File: config.mk
export PLATFORM = sky130hd
export DESIGN_NAME = vif_ctrl
export DESIGN_NICKNAME = d
export VERILOG_FILES = /design/src/rtl/vif_pkg.sv /design/src/rtl/vif_op_decode.sv /design/src/rtl/vif_flag_regs.sv /design/src/rtl/vif_push_image.sv /design/src/rtl/vif_irq_gate.sv /design/src/rtl/vif_ctrl.sv
export SDC_FILE = /design/constraint.sdc
export NUM_CORES = 1
export LEC_CHECK = 0
export ABC_AREA = 1
export BUFFER_PORTS_ARGS = -buffer_cell sky130_fd_sc_hd__buf_2
export CAP_MARGIN = 20
export CORE_MARGIN = 3
export CORE_UTILIZATION = 33
export CTS_CLUSTER_DIAMETER = 40
export DETAILED_ROUTE_END_ITERATION = 6
export PLACE_DENSITY_LB_ADDON = 0.25
export RECOVER_POWER = 50
export SLEW_MARGIN = 20
export SYNTH_ARGS = -nofsm -noshare
export SYNTH_HDL_FRONTEND = slang
export SYNTH_SLANG_ARGS = --single-unit
export TNS_END_PERCENT = 50
File: constraint.sdc
create_clock -name clk -period 1 [get_ports clk]
set_input_delay 0.15 -clock clk [delete_from_list [all_inputs] [get_ports clk]]
set_output_delay 0.15 -clock clk [all_outputs]
set_load 0.01 [all_outputs]
File: src/rtl/vif_pkg.sv
package vif_pkg;
  typedef enum logic [1:0] {
    FOP_NONE = 2'd0,
    FOP_CLR  = 2'd1,
    FOP_SET  = 2'd2,
    FOP_LOAD = 2'd3
  } flag_op_e;

  typedef struct packed {
    logic if_f;
    logic vif_f;
    logic vip_f;
  } flag_state_t;
endpackage

File: src/rtl/vif_op_decode.sv
module vif_op_decode
  import vif_pkg::*;
(
  input  logic     op_cli,
  input  logic     op_sti,
  input  logic     op_popf,
  input  logic     pop_bit,
  input  logic     vm_mode,
  input  logic     virt_en,
  output flag_op_e op,
  output logic     load_val,
  output logic     to_shadow
);
  always_comb begin
    to_shadow = vm_mode & virt_en;
    load_val  = 1'b0;
    // fixed priority: clear, then set, then pop
    if (op_cli) begin
      op = FOP_CLR;
    end else if (op_sti) begin
      op = FOP_SET;
    end else if (op_popf) begin
      op       = FOP_LOAD;
      load_val = pop_bit;
    end else begin
      op = FOP_NONE;
    end
  end
endmodule

File: src/rtl/vif_flag_regs.sv
module vif_flag_regs
  import vif_pkg::*;
(
  input  logic        clk,
  input  logic        rst,
  input  flag_op_e    op,
  input  logic        load_val,
  input  logic        to_shadow,
  input  logic        vip_wr,
  input  logic        vip_wdata,
  output flag_state_t st
);
  flag_state_t st_q;
  logic        nxt_bit;
  logic        chk_arm_q;

  always_comb begin
    unique case (op)
      FOP_CLR:  nxt_bit = 1'b0;
      FOP_SET:  nxt_bit = 1'b1;
      FOP_LOAD: nxt_bit = load_val;
      default:  nxt_bit = 1'b0;
    endcase
  end

  always_ff @(posedge clk) begin
    if (rst) begin
      st_q <= '0;
    end else begin
      if (op != FOP_NONE) begin
        if (to_shadow) st_q.vif_f <= nxt_bit;
        else           st_q.if_f  <= nxt_bit;
      end
      if (vip_wr) st_q.vip_f <= vip_wdata;
    end
  end

  always_ff @(posedge clk) begin
    if (rst) chk_arm_q <= 1'b1;
  end

  assign st = st_q;

  a_r2_virt_keeps_if: assert property (@(posedge clk) disable iff (rst || !chk_arm_q)
    (op != FOP_NONE && to_shadow) |=> $stable(st_q.if_f));
  a_r3_virt_set_vif: assert property (@(posedge clk) disable iff (rst || !chk_arm_q)
    (op == FOP_SET && to_shadow) |=> st_q.vif_f);
  a_r6_direct_keeps_vif: assert property (@(posedge clk) disable iff (rst || !chk_arm_q)
    (op != FOP_NONE && !to_shadow) |=> $stable(st_q.vif_f));
  a_r9_vip_holds: assert property (@(posedge clk) disable iff (rst || !chk_arm_q)
    !vip_wr |=> $stable(st_q.vip_f));
  a_r9_vip_write: assert property (@(posedge clk) disable iff (rst || !chk_arm_q)
    vip_wr |=> (st_q.vip_f == $past(vip_wdata)));
endmodule

File: src/rtl/vif_push_image.sv
module vif_push_image
  import vif_pkg::*;
#(
  parameter int FLAG_W  = 32,
  parameter int IF_POS  = 9,
  parameter int VIF_POS = 19,
  parameter int VIP_POS = 20
) (
  input  logic              clk,
  input  logic              rst,
  input  logic              op_pushf,
  input  logic              to_shadow,
  input  flag_state_t       st,
  output logic [FLAG_W-1:0] push_image,
  output logic              push_valid
);
  logic [FLAG_W-1:0] img_d;
  logic [FLAG_W-1:0] img_q;
  logic              valid_q;

  for (genvar b = 0; b < FLAG_W; b++) begin : g_bit
    if (b == IF_POS) begin : g_if
      assign img_d[b] = to_shadow ? st.vif_f : st.if_f;
    end else if (b == VIF_POS) begin : g_vif
      assign img_d[b] = st.vif_f;
    end else if (b == VIP_POS) begin : g_vip
      assign img_d[b] = st.vip_f;
    end else begin : g_zero
      assign img_d[b] = 1'b0;
    end
  end

  always_ff @(posedge clk) begin
    if (rst) begin
      img_q   <= '0;
      valid_q <= 1'b0;
    end else begin
      valid_q <= op_pushf;
      img_q   <= op_pushf ? img_d : '0;
    end
  end

  assign push_image = img_q;
  assign push_valid = valid_q;

  a_r5_valid_follows: assert property (@(posedge clk) disable iff (rst)
    op_pushf |=> push_valid);
  a_r5_image_idle_zero: assert property (@(posedge clk) disable iff (rst)
    !op_pushf |=> (push_image == '0));
endmodule

File: src/rtl/vif_irq_gate.sv
module vif_irq_gate #(
  parameter int VEC_W = 8
) (
  input  logic             clk,
  input  logic             rst,
  input  logic             irq_req,
  input  logic [VEC_W-1:0] irq_vec,
  input  logic             if_f,
  input  logic             vif_f,
  output logic             irq_take,
  output logic [VEC_W-1:0] irq_take_vec
);
  logic             take_q;
  logic [VEC_W-1:0] vec_q;
  logic             chk_arm_q;

  always_ff @(posedge clk) begin
    if (rst) begin
      take_q <= 1'b0;
      vec_q  <= '0;
    end else begin
      take_q <= irq_req & if_f;
      vec_q  <= irq_vec;
    end
  end

  always_ff @(posedge clk) begin
    if (rst) chk_arm_q <= 1'b1;
  end

  assign irq_take     = take_q;
  assign irq_take_vec = vec_q;

  a_r8_take_needs_if: assert property (@(posedge clk) disable iff (rst || !chk_arm_q)
    irq_take |-> $past(if_f));
  a_r8_vif_irrelevant: assert property (@(posedge clk) disable iff (rst || !chk_arm_q)
    (irq_req && if_f && !vif_f) |=> irq_take);
  a_r8_vec_follows: assert property (@(posedge clk) disable iff (rst || !chk_arm_q)
    irq_req |=> (irq_take_vec == $past(irq_vec)));
endmodule

File: src/rtl/vif_ctrl.sv
module vif_ctrl
  import vif_pkg::*;
#(
  parameter int FLAG_W  = 32,
  parameter int IF_POS  = 9,
  parameter int VIF_POS = 19,
  parameter int VIP_POS = 20,
  parameter int VEC_W   = 8
) (
  input  logic              clk,
  input  logic              rst,
  input  logic              op_cli,
  input  logic              op_sti,
  input  logic              op_pushf,
  input  logic              op_popf,
  input  logic [FLAG_W-1:0] pop_data,
  input  logic              vm_mode,
  input  logic              virt_en,
  input  logic              vip_wr,
  input  logic              vip_wdata,
  input  logic              irq_req,
  input  logic [VEC_W-1:0]  irq_vec,
  output logic              if_o,
  output logic              vif_o,
  output logic              vip_o,
  output logic [FLAG_W-1:0] push_image,
  output logic              push_valid,
  output logic              irq_take,
  output logic [VEC_W-1:0]  irq_take_vec
);
  flag_op_e    op;
  logic        load_val;
  logic        to_shadow;
  flag_state_t st;
  logic        unused_pop_rest;

  assign unused_pop_rest = ^pop_data;

  vif_op_decode u_dec (
    .op_cli    (op_cli),
    .op_sti    (op_sti),
    .op_popf   (op_popf),
    .pop_bit   (pop_data[IF_POS]),
    .vm_mode   (vm_mode),
    .virt_en   (virt_en),
    .op        (op),
    .load_val  (load_val),
    .to_shadow (to_shadow)
  );

  vif_flag_regs u_regs (
    .clk       (clk),
    .rst       (rst),
    .op        (op),
    .load_val  (load_val),
    .to_shadow (to_shadow),
    .vip_wr    (vip_wr),
    .vip_wdata (vip_wdata),
    .st        (st)
  );

  vif_push_image #(
    .FLAG_W (FLAG_W), .IF_POS (IF_POS), .VIF_POS (VIF_POS), .VIP_POS (VIP_POS)
  ) u_push (
    .clk        (clk),
    .rst        (rst),
    .op_pushf   (op_pushf),
    .to_shadow  (to_shadow),
    .st         (st),
    .push_image (push_image),
    .push_valid (push_valid)
  );

  vif_irq_gate #(.VEC_W (VEC_W)) u_irq (
    .clk          (clk),
    .rst          (rst),
    .irq_req      (irq_req),
    .irq_vec      (irq_vec),
    .if_f         (st.if_f),
    .vif_f        (st.vif_f),
    .irq_take     (irq_take),
    .irq_take_vec (irq_take_vec)
  );

  assign if_o  = st.if_f;
  assign vif_o = st.vif_f;
  assign vip_o = st.vip_f;
endmodule

=== Word level (Yosys, flattened, before mapping) ===
Cells that the tools add are included.

* Bitwise gates (word level): 4
* Equal/unequal tests: 2
* Muxes and demuxes: 8
* Reductions and logical operators: 4

{| class="wikitable"
|+ Operator list
! kind !! count
|-
| $mux W2 || 3
|-
| $eq A2 B2 Y1 const B || 2
|-
| $mux W1 || 4
|-
| $reduce_and A2 Y1 || 2
|-
| $and A1 B1 Y1 || 2
|-
| $not A1 Y1 || 2
|-
| $pmux W1 S2 || 1
|-
| $reduce_bool A2 Y1 || 1
|-
| $reduce_or A2 Y1 || 1
|}

* Input bits: 51
* Register bits: 45

=== Longest topological paths before layout ===
Gate-level depths: netlist of run 1.

* Word-level depth: 5
* Mapped depth: 6

=== Cells and area by module ===
From an unflattened synthesis of run 1, not the netlist that was laid out.

* Cell total of the unflattened synthesis: 100
* Area, all modules: 783.3 um^2

{| class="wikitable"
|+ By module, submodules not included
! module !! cells each !! area each (um^2) !! instances !! seq. area each (um^2)
|-
| vif_push_image || 45 || 350.3 || 1 || 80.1
|-
| vif_irq_gate || 28 || 259.0 || 1 || 180.2
|-
| vif_flag_regs || 17 || 131.4 || 1 || 60.1
|-
| vif_op_decode || 10 || 42.5 || 1 || 0.0
|}

=== Least setup slack after synthesis of run 1 ===
OpenSTA, ideal clock, no wires.

* Kind: register -> register
* From: reg, netlist name u_regs.st[0]
* To: reg u_regs.st_q, in the netlist u_regs.st[0]
* Period minus slack after synthesis: 0.675 ns
* Arrival: 0.558 ns
* Setup slack: 0.325 ns
* Cell stages (with the launch flop): 5
* Data required time: 0.883 ns
* Cell sequence: dfxtp_1 > inv_1 > nor2_1 > a21oi_1 > nor2_1

{| class="wikitable"
|+ RTL lines
! item !! RTL line !! text
|-
| end, declared || vif_flag_regs.sv:13 || <nowiki>flag_state_t st_q;</nowiki>
|}

=== Final worst setup path of run 1 ===
* From: reg, netlist name u_regs.st[2]
* To: out if_o

{| class="wikitable"
|+ RTL lines
! item !! RTL line !! text
|-
| end, declared || vif_ctrl.sv:23 || <nowiki>output logic if_o,</nowiki>
|}

No word-level cell between the ends.

==> impl_results.md, run 1 <==
* Synth top cells by count: sky130_fd_sc_hd__buf_4 (29), sky130_fd_sc_hd__dfxtp_1 (16), sky130_fd_sc_hd__nor2_1 (15)
* Worst slack, placed at 0.1988 ns
* Via count of the first global-routing pass at 417
* Core occupancy in the finished layout at 0.4203
* Buffers plus inverters on the worst setup path at 1
* Final antenna-violating net count at 0
* Cells after synthesis at 95
* RSZ-0062 raised after global routing: false
* Worst EP required at 0.85 ns
* Total global routing track utilization at 0.08512
* Run status: completed
* Total of endpoints with negative setup slack in the final report at 0
* Overall via count from detail_route at 554
* Yosys top cell area share at 0.4288
* Placer's final routability congestion estimate at 0.7285
* Die outline width at 53.58 um
* First-pass GRT wire length at 1718 um
* Most instantiated flip-flop cell in the synthesis netlist: sky130_fd_sc_hd__dfxtp_1
* Number of buffers created by CTS at 3
* Cell type with the largest total area after synthesis: sky130_fd_sc_hd__dfxtp_1
* Worst r2r src: u_regs.st[0]
* Number of I/O port buffers at 35
* Post-Route Setup TNS at 0 ns
* Nets at 184
* P_leak at around 0.53 nW
* Sequential share of the synthesized area at 0.4288
* Ordered cell list for the critical path: buf_2
* Minimum period implied by the final worst setup slack at ~0.9 ns
* Highest Signal Layer: met4
* Upper clock frequency limit at 1087 MHz
* Die Ht at 53.58 um
* Average via count per standard cell at ~3.5
* Bufs on Longest Clock Path at 2
* Root buffer selected by CTS: sky130_fd_sc_hd__clkbuf_4
* Initial Utilization at 0.3658
* Unique masters post-synth at 13
* Clock sinks at 16
* H-tree level count at 1
* Met3 wire len at 156 um
* Synthesized area divided by synthesized cell count at between 7 and 8 um^2
* Routed wire length at roughly 1300 um
* Worst min path class: in -> reg
* Maxcap violations at 0
* CTS resizes at 0
* Number of warnings issued by yosys at 0
* Cell Area, Placed at between 800 and 900 um^2
* Flops & latches, synth at 16
* Post-detail-place hpwl at 1120 um
* Number of core rows at 16
* Cell at the slowest stage of the critical path: sky130_fd_sc_hd__dfxtp_2
* Maximum single-stage delay on the critical path at 0.36 ns
* Clock tree from TritonCTS: yes
* Clock transition at the registers of the reported paths at 0.08 ns
* Worst Setup Slack, final at 0.08038 ns
* Post-route DRC violation count at 0
* Synth-to-Final Area Change at 14.91%
* Detailed-routing iteration count for the pre-antenna-repair pass at 4
* Worst supply voltage drop on vdd at 0.4653 mV
* Number of antenna violations at the first check in global routing at 0
* Maximum number of pins on one net before global-route repair at 12
* Largest cells by area after synthesis: sky130_fd_sc_hd__dfxtp_1 (43%), sky130_fd_sc_hd__buf_4 (29%), sky130_fd_sc_hd__nor2_1 (7.5%), sky130_fd_sc_hd__inv_1 (5.5%), sky130_fd_sc_hd__nand2_1 (3.5%)
* Max-slew violation count at 0
* Cell Area, Synth at about 750 um^2
* Filler-free cell count of the finished design at 158
* # IOs at 96
* Placeable core region at 2042 um^2
* Asr flop ratio synth at 0
* Clock skew at 0.003771 ns
* Detailed router's first-iteration violation count at 1
* Share of final-layout standard cells stronger than drive strength 1 at 0.3359
* Startpoint kind of the worst setup timing path: flip-flop
* Worst-skew pair later-pin latency at 0.27 ns
* ANT cells at 0
* Remaining global-route overflow at 0
* Start point of the worst hold path: irq_vec[7]
* WL met2 at around 690 um
* Number of enable-type register cells in the synthesized netlist at 0
* Worst Path Max Fanout at 4
* Critical Path Source: u_regs.st[2]
* Crit share post-route at 0.9196
* CP top delay family: flip-flops
* Type of the worst setup path: reg -> out
* Final Hold Viols at 0
* Data arrival time of the worst path at 0.77 ns
* Area of the die at 2870 um^2
* Drt wl/cell at 8.329 um
* Most used standard cell by instance count after synthesis: sky130_fd_sc_hd__buf_4
* Total placed cells including tap cells at approximately 160
* Metal-1 WL at ~450 um
* CTS Hold Buffers Added at 0
* Internal reg-to-reg setup slack at ~0.30 ns
* Design Area, Final at between 800 and 900 um^2
* Power Density at 1392 nW/um^2
* Worst Setup End Kind: output port
* Post-CTS Repair Setup Buffers at 0
per-layer routing:
metal	up-vias	global-route usage
met5	-	0
met4	0	0.06383
met3	2	0.02493
met2	36	0.1429
met1	228	0.08938
li1	288	-
final timing paths:
check,endpoint,cells after the start
worst max-delay path,if_o,1
worst max register to register,u_regs.st[0],4
worst min-delay path,u_irq.irq_take_vec[7],3
worst min register to register,u_irq.irq_take,2
report_power, final:
part	internal [mW]	switching, mW
combinational	0.0693	0.132
sequential	0.669	0.0104
clock	0.139	0.174
cells in the final DEF (no fill, tap or decap), drive strengths merged:
| master | instances |
|---|---|
| clkbuf | 4 |
| clkinv | 1 |
| inv | 14 |
| conb | 29 |
| nor2 | 16 |
| o21ai | 1 |
| nand3 | 1 |
| dfxtp | 16 |
| nand2 | 11 |
| a21oi | 4 |
| buf | 34 |
sequential cells by signal, indices dropped and copies added, names as in the netlist:
| signal | count |
|---|---|
| u_irq.irq_take | 1 |
| u_irq.irq_take_vec | 8 |
| u_push.push_image | 3 |
| u_push.push_valid | 1 |
| u_regs.st | 3 |
cell families after synthesis:
logic type             share of synthesized area
AND/OR/NAND/NOR                           0.1591
buffers and inverters                     0.3735
flip-flops                                0.4288
AO/OA/AOI/OAI                            0.03350
other                                   0.005020
metrics by stage:
step	hold WS [ns]	power, mW
floorplan	0.2570	0.9011
detailed placement	0.3556	0.8973
global placement	0.3508	0.8927
finish	0.06961	1.195
global route	0.05285	1.264
CTS	0.05463	1.220
layout make-up:
type	count	area [um^2]
Fill cell	240	1184
Tap cell	27	33.78
Inverter	15	56.30
Multi-Input combinational cell	62	250.2
Clock buffer	3	22.52
Sequential cell	16	321.6
Timing Repair Buffer	35	173.9
(Power assumes the default switching activity.)
==> run 2, diff against run 1 <==
--- a/config.mk
+++ b/config.mk
@@ -8,8 +8,11 @@
 export ABC_AREA = 1
 export BUFFER_PORTS_ARGS = -buffer_cell sky130_fd_sc_hd__buf_2
 export CAP_MARGIN = 20
+export CELL_PAD_IN_SITES_DETAIL_PLACEMENT = 1
+export CELL_PAD_IN_SITES_GLOBAL_PLACEMENT = 1
+export CORE_ASPECT_RATIO = 0.5
 export CORE_MARGIN = 3
-export CORE_UTILIZATION = 33
+export CORE_UTILIZATION = 20
 export CTS_CLUSTER_DIAMETER = 40
 export DETAILED_ROUTE_END_ITERATION = 6
 export PLACE_DENSITY_LB_ADDON = 0.25
==> impl_results.md, run 2 (synthesis gave the netlist of run 1 again) <==
* Run status: completed
* P_leak at ~0.54 nW
* CTS Hold Buffers Added at 0
* Detailed router's first-iteration violation count at 5
* Ordered cell list for the critical path: buf_2
* Hold EP: u_irq.irq_take_vec[5]
* Maximum number of pins on one net before global-route repair at 11
* ANT cells at 0
* # IOs at 96
* Worst supply voltage drop on vdd at 0.3569 mV
* Clock skew at about 0.00011 ns
* Type of the worst setup path: reg -> out
* Met3 Usage GRT at 0.02773
* Met1 global-route usage at 0.06612
* Clock transition at the registers of the reported paths at 0.06 ns
* Commonest cells after routing, fill and taps aside: sky130_fd_sc_hd__buf_2 (34), sky130_fd_sc_hd__conb_1 (29), sky130_fd_sc_hd__dfxtp_1 (16)
* Placeable core region at approximately 3300 um^2
* Final Hold Viols at 0
* Data arrival time of the worst path at slightly below 0.8 ns
* Crit share post-route at 0.9172
* Upper clock frequency limit at 1090 MHz
* CP top delay family: flip-flops
* H-tree level count at 1
* Nets at between 150 and 200
* Minimum period implied by the final worst setup slack at 0.9172 ns
* Worst r2r src: u_regs.st[0]
* Area of the die at 4549 um^2
* Number of I/O port buffers at 35
* Worst Path Max Fanout at 4
* Grt met2 use at 0.1188
* Post-detail-place hpwl at 1235 um
* Worst Setup End Kind: output port
* Placer's final routability congestion estimate at 0.6621
* Detailed-routing iteration count for the pre-antenna-repair pass at 4
* Number of cells on the worst hold path at 3
* Number of core rows at 14
* Max-slew violation count at 0
* Internal reg-to-reg setup slack at 0.31 ns
* Maximum single-stage delay on the critical path at around 0.37 ns
* Die outline width at 92.43 um
* Power Density at 1483 nW/um^2
* Endpoint of the lowest-slack register-to-register path: u_regs.st[0]
* Routed wire length at about 1500 um
* Remaining global-route overflow at 0
* Bufs on Longest Clock Path at 2
* Max FFs per register at 8
* Worst min path class: in -> reg
* Clock tree from TritonCTS: yes
* CTS resizes at 0
* Buffers plus inverters on the worst setup path at 1
* Total global routing track utilization at 0.06468
* Post-route DRC violation count at 0
* Number of buffers created by CTS at 3
* Via count of the first global-routing pass at about 530
* Highest-utilization routing layer at the global route stage: met2
* Commonest non-fill, non-tap cell in the layout: sky130_fd_sc_hd__buf_2
* Filler cell count at 434
* Share of final-layout standard cells stronger than drive strength 1 at 0.3409
* Depth of the worst register-to-register path at 4
* Die Ht at 49.22 um
* Total of endpoints with negative setup slack in the final report at 0
* Post-Route Setup TNS at 0 ns
* Start point of the worst hold path: irq_vec[5]
* Worst slack, placed at 0.2397 ns
* Design Area, Final at a little over 900 um^2
* RSZ-0062 raised after global routing: false
* Cell at the slowest stage of the critical path: sky130_fd_sc_hd__dfxtp_1
* Cell Area, Placed at 872.1 um^2
* Drt wl/cell at roughly 8.2 um
* Hold WS at 0.1095 ns
* Clock sinks at 16
* Overall via count from detail_route at 580
* Root buffer selected by CTS: sky130_fd_sc_hd__clkbuf_8
* Final antenna-violating net count at 0
* Worst EP required at about 0.85 ns
* Synth-to-Final Area Change at 21.61%
* Initial Utilization at 0.2280
* Startpoint kind of the worst setup timing path: flip-flop
* Maxcap violations at 0
* Worst Setup Slack, final at 0.08280 ns
* First-pass GRT wire length at 2339 um
* Number of antenna violations at the first check in global routing at 0
* Average via count per standard cell at between 3 and 4
* Worst-skew pair later-pin latency at roughly 0.24 ns
* Post-CTS Repair Setup Buffers at 0
## run 2: changes by cell type in the layout (fill, tap and decap cells not counted), sizes merged
cell / delta
clkinv: -1
clkbuf: +1
inv: +1
## run 2: layout make-up
type | count | area (um^2) | share of cell area
sequential | 16 | 320.3 | 0.3526
multi-input combinational | 62 | 252.7 | 0.2782
timing repair buffer | 36 | 177.7 | 0.1956
tap | 48 | 60.06 | 0.06612
inverter | 15 | 56.30 | 0.06198
clock buffer | 3 | 41.29 | 0.04545
## run 2: per-stage QoR
step                total power, mW  std cells    util
floorplan                    0.9011        123       -
global placement             0.8985        177  0.2662
detailed placement           0.9024        177  0.2662
CTS                           1.372        180  0.2788
global route                  1.433        180  0.2773
finish                        1.347        180  0.2773
## run 2: worst register-to-register path, stage by stage, from the launching register on
cell	delay, ns
sky130_fd_sc_hd__dfxtp_1	0.30
sky130_fd_sc_hd__inv_1	0.06
sky130_fd_sc_hd__nor2_1	0.04
sky130_fd_sc_hd__a21oi_1	0.11
sky130_fd_sc_hd__nor2_1	0.05
## run 2: power by group
group / switching (mW) / internal, mW / total [mW]
clock network: 0.194 / 0.266 / 0.461
registers: 0.00970 / 0.670 / 0.680
logic: 0.136 / 0.0705 / 0.206
total: 0.340 / 1.01 / 1.35
## run 2: how the worst max path moves through the flow
stage	start	to	slack, ns	depth (start not counted)
after floorplan	u_regs.st[0]	u_regs.st[0]	0.33	4
after global routing	u_regs.st[2]	if_o	0.04	1
after CTS	u_regs.st[2]	if_o	0.07	1
after detailed placement	op_sti	u_regs.st[1]	0.24	7
final	u_regs.st[2]	if_o	0.08	1
after global placement	op_sti	u_regs.st[1]	0.24	7
## run 2: routing by layer
layer | up-vias | part of all wire
li1 | 293 | -
met1 | 253 | 0.36
met2 | 32 | 0.51
met3 | 2 | 0.11
met4 | 0 | 0.011
met5 | - | 0
